$ cat src/rtl/burst_seq.sv
module burst_seq #(
  parameter int ADDR_W = 18
) (
  input  logic              clk,
  input  logic              rst,
  input  logic [ADDR_W-1:0] addr_in,
  input  logic              proc_strb_n,
  input  logic              ctl_strb_n,
  input  logic              chip_en_n,
  input  logic              step_n,
  input  logic              ilv_mode,
  output logic [ADDR_W-1:0] addr_out
);
  localparam int UW = ADDR_W - 2;

  logic [ADDR_W-1:0] base_q;
  logic [1:0]        beat_q;
  logic [1:0]        low;
  logic              load;

  assign load = !ctl_strb_n || (!proc_strb_n && !chip_en_n);

  always_ff @(posedge clk) begin
    if (rst) begin
      base_q <= '0;
      beat_q <= '0;
    end else if (load) begin
      base_q <= addr_in;
      beat_q <= '0;
    end else if (!step_n) begin
      beat_q <= beat_q + 2'd1;
    end
  end

  assign low      = ilv_mode ? (base_q[1:0] ^ beat_q) : (base_q[1:0] + beat_q);
  assign addr_out = {base_q[ADDR_W-1:2], low};

  p_ctl_load_r1: assert property (@(posedge clk) disable iff (rst)
    !ctl_strb_n |=> addr_out == $past(addr_in));

  p_proc_load_r2: assert property (@(posedge clk) disable iff (rst)
    (!proc_strb_n && !chip_en_n) |=> addr_out == $past(addr_in));

  p_proc_gated_r3: assert property (@(posedge clk) disable iff (rst)
    (ctl_strb_n && !proc_strb_n && chip_en_n && step_n) |=> $stable(addr_out));

  p_hold_r4: assert property (@(posedge clk) disable iff (rst)
    (ctl_strb_n && (proc_strb_n || chip_en_n) && step_n) |=> $stable(addr_out));

  p_step_lin_r5: assert property (@(posedge clk) disable iff (rst)
    (ctl_strb_n && (proc_strb_n || chip_en_n) && !step_n && !ilv_mode)
      |=> addr_out[1:0] == $past(addr_out[1:0]) + 2'd1);

  p_step_ilv_r6: assert property (@(posedge clk) disable iff (rst)
    (ctl_strb_n && (proc_strb_n || chip_en_n) && !step_n && ilv_mode)
      |=> addr_out[0] != $past(addr_out[0]));

  p_upper_r7: assert property (@(posedge clk) disable iff (rst)
    (ctl_strb_n && (proc_strb_n || chip_en_n))
      |=> addr_out[ADDR_W-1:2] == $past(addr_out[ADDR_W-1:2]));

  p_reset_r10: assert property (@(posedge clk)
    rst |=> addr_out == '0);

  initial begin
    assert (UW >= 1) else $error("ADDR_W must exceed 2");
  end
endmodule

$ cat config.mk
export PLATFORM = sky130hd
export DESIGN_NAME = burst_seq
export DESIGN_NICKNAME = d
export VERILOG_FILES = /design/src/rtl/burst_seq.sv
export SDC_FILE = /design/constraint.sdc
export NUM_CORES = 1
export LEC_CHECK = 0
export BUFFER_PORTS_ARGS = -buffer_cell sky130_fd_sc_hd__buf_2
export CELL_PAD_IN_SITES_DETAIL_PLACEMENT = 0
export CELL_PAD_IN_SITES_GLOBAL_PLACEMENT = 1
export CORE_UTILIZATION = 32
export DETAILED_ROUTE_END_ITERATION = 7
export HOLD_SLACK_MARGIN = 0.15
export PLACE_DENSITY_LB_ADDON = 0.05
export SLEW_MARGIN = 10
export SYNTH_ARGS = -nofsm -noshare
export SYNTH_HDL_FRONTEND = slang
export SYNTH_SLANG_ARGS = --single-unit
$ cat constraint.sdc
create_clock -name clk -period 0.9 [get_ports clk]
set_input_delay 0.045 -clock clk [delete_from_list [all_inputs] [get_ports clk]]
set_output_delay 0.045 -clock clk [all_outputs]
set_load 0.005 [all_outputs]
==> results_dict.tcl <==
set metrics [dict create \
    synth_commonest_cells "nand2_1, dfxtp_1, buf_4" \
    finalWirelength_um 1980 \
    place_congestion 0.592 \
    num_io_pins 43 \
    grt_pass1_wl_um 3590 \
    netlist_instances 107 \
    pwr-share-clk 0.358 \
    grt_overflow_total 0 \
    hold_ws_ns 0.0720 \
    die_x_um 56.4 \
    cts_root_buf "clkbuf_4" \
    violations "negative setup slack" \
    drt_iter0_drc 11 \
    hp-start "rst" \
    cts.sinks 20 \
    area_growth_pct 43.1 \
    drtPass1Iterations 3 \
    placed_cells 163 \
    fin_crit_ns 1.19 \
    critPathLaunchType "flop" \
    fillers 283 \
    hold_class "in -> reg" \
    row_count 19 \
    vias_per_cell 4.28 \
    core_mm2 0.00278 \
    cts_tree "yes" \
    critical-path-max-stage-delay_ns 0.38 \
    cp_top_family "flip-flops" \
    yosysSeqAreaShare 0.422 \
    grt_use_total 0.145 \
    rsz0062_at_grt "true" \
    drv_cap 0 \
    clk_latency_ns 0.30 \
    yosysTopAreaCellShare 0.422 \
    setup_viol 3 \
    crit_type "reg -> out" \
    die_area_mm2 0.00319 \
    synthesis.nets 133 \
    reg2reg_to "beat_q[1]" \
    combPwrFrac 0.176 \
    switching_share 0.233 \
    hold_path_end "base_q[0]" \
    cts_hold_buf 19 \
    timing.final.ws_setup_ns -0.295 \
    p_leak_nw 0.617 \
    htree_levels 1 \
    p_sw_w 0.000486 \
    via_count 801 \
    nNetsFinal 183 \
    hold_violations 0 \
    cp_max_fo 2 \
    insertedDiodeCount 0 \
    die-height_um 56.4 \
    worst_slew_pin_slew_ns 0.276 \
    intPower_w 0.00160 \
    clkTransAtPathRegs_ns 0.12 \
    start_util 0.341 \
    wl_per_cell_um 10.6 \
    ys_async_sr_fraction 0 \
    syn_avg_cell_area_um2 8.86 \
    drive_gt1_frac 0.506 \
    ys_warn_count 0 \
    yosys_register_bits 20 \
    fmax_mhz 837 \
    antenna_found_initial 0 \
    synth_most_common_cell "nand2_1" \
    yosysTopAreaCell "dfxtp_1" \
    synth_flop_cell "dfxtp_1" \
    portBuffers 42 \
    path_cells "ha_4, nor2b_4, xnor2_1, buf_2" \
    cp.required_ns 0.85 \
    synth_edf_count 0 \
    slew_headroom 0.816 \
    final_cells 187 \
    rrSetupSlack_ns -0.06 \
    synth_area_um2 948 \
    end_kind "primary output" \
    pre_cts_slack_ns -0.00818 \
    outcome "complete, but fails checks" \
    grt_pass1_vias 822 \
    post-route-drc-count 0 \
    reg2reg_depth 4 \
    cp_data_arrival_time_ns 1.15 \
    cpMaxStageDelayCell "dfxtp_2" \
    clock_path_buffers 2 \
    peakVddDrop_uv 839 \
    min_path_cells 2 \
    synthTopCellsByArea "dfxtp_1, buf_4, nand2_1, a21oi_2, nand2_2" \
    dpl.hpwl_um 1260 \
    fin_util 0.488 \
    timing.final.crit_share 1.33 \
    p_total_w 0.00209 \
    ant_nets 0 \
    path_buf_inv 1 \
    seqPwrFrac 0.465 \
    seq_area_um2 405 \
    drv_slew 0 \
    grt_max_degree 21 \
    powerDensity_mw_per_mm2 1540 \
    finalClockSkew_ns 0.000191 \
    multi_input_area_um2 397 \
    cts-buffers-inserted 3 \
    yosysUniqueCellTypes 18 \
    timing.rr.start "beat_q[0]" \
]
## what timing repair did
action | CTS | global route
hold endpoints to repair | 20 | 10
buffers inserted | 1 | 0
gates resized for setup | 7 | 2
pin swaps | 3 | 2
endpoints found under the setup margin | 2 | 6
## worst max path at each step
stage               from     endpoint  cells past startpoint
2_1_floorplan  base_q[0]  addr_out[1]                      3
4_1_cts        beat_q[0]  addr_out[1]                      4
5_1_grt        base_q[0]  addr_out[1]                      4
3_5_place_dp   beat_q[0]  addr_out[1]                      4
6_report       base_q[0]  addr_out[1]                      4
3_3_place_gp   beat_q[0]  addr_out[1]                      4
## cells by family (layout without fill, tap and decap cells)
kind of cell             after synthesis  after routing  share of synthesized area
AND/OR/NAND/NOR                       41             41                      0.208
buffers and inverters                 22             71                      0.181
flip-flops                            20             20                      0.422
adder cells (fa/ha/maj)                1              1                     0.0132
XOR/XNOR                               3              3                     0.0277
AO/OA/AOI/OAI                         20             20                      0.148
## registers in the layout, summed over array words and instances, names as in the netlist
name	cells
base_q	18
beat_q	2
## cell usage in the layout (no fill, tap or decap), drive strengths merged, types with 2 or more instances in the layout
| cell type | instances |
|---|---|
| xnor2 | 3 |
| nor2b | 2 |
| buf | 48 |
| dlygate4sd3 | 19 |
| a21oi | 18 |
| clkbuf | 3 |
| dfxtp | 20 |
| nand2 | 36 |
## worst register-to-register path, stage by stage (launching register included)
cell and delay, ns:
dfxtp_2 0.35, buf_4 0.13, and2b_1 0.18, xnor2_1 0.13
nor3_1 0.11
## power groups by stage
stage | sequential, W | combinational [W] | clock, W
detailed placement | 0.000986 | 0.000296 | 0
floorplan | 0.000983 | 0.000226 | 0
global placement | 0.000984 | 0.000294 | 0
global route | 0.000979 | 0.000410 | 0.000823
CTS | 0.000970 | 0.000374 | 0.000789
finish | 0.000971 | 0.000368 | 0.000748
## cell type report
cell class / count / area share
Timing Repair Buffer: 67 / 0.342
Sequential cell: 20 / 0.299
Multi-Input combinational cell: 65 / 0.292
Tap cell: 31 / 0.0286
Clock inverter: 1 / 0.0221
Clock buffer: 3 / 0.0166
## routing by layer
layer / track usage / wire length [µm]
met1: 0.176 / 889
met2: 0.245 / 939
met3: 0.0230 / 115
met4: 0.0732 / 31
met5: 0 / 0
## stage by stage
step | setup TNS, ns | area [µm²]
finish | -0.499 | 1360
global route | -0.675 | 1360
CTS | -0.568 | 1360
detailed placement | -0.00818 | 1080
global placement | 0 | 1080
floorplan | 0 | 948
Note: power is estimated with default switching activity, not from simulation.
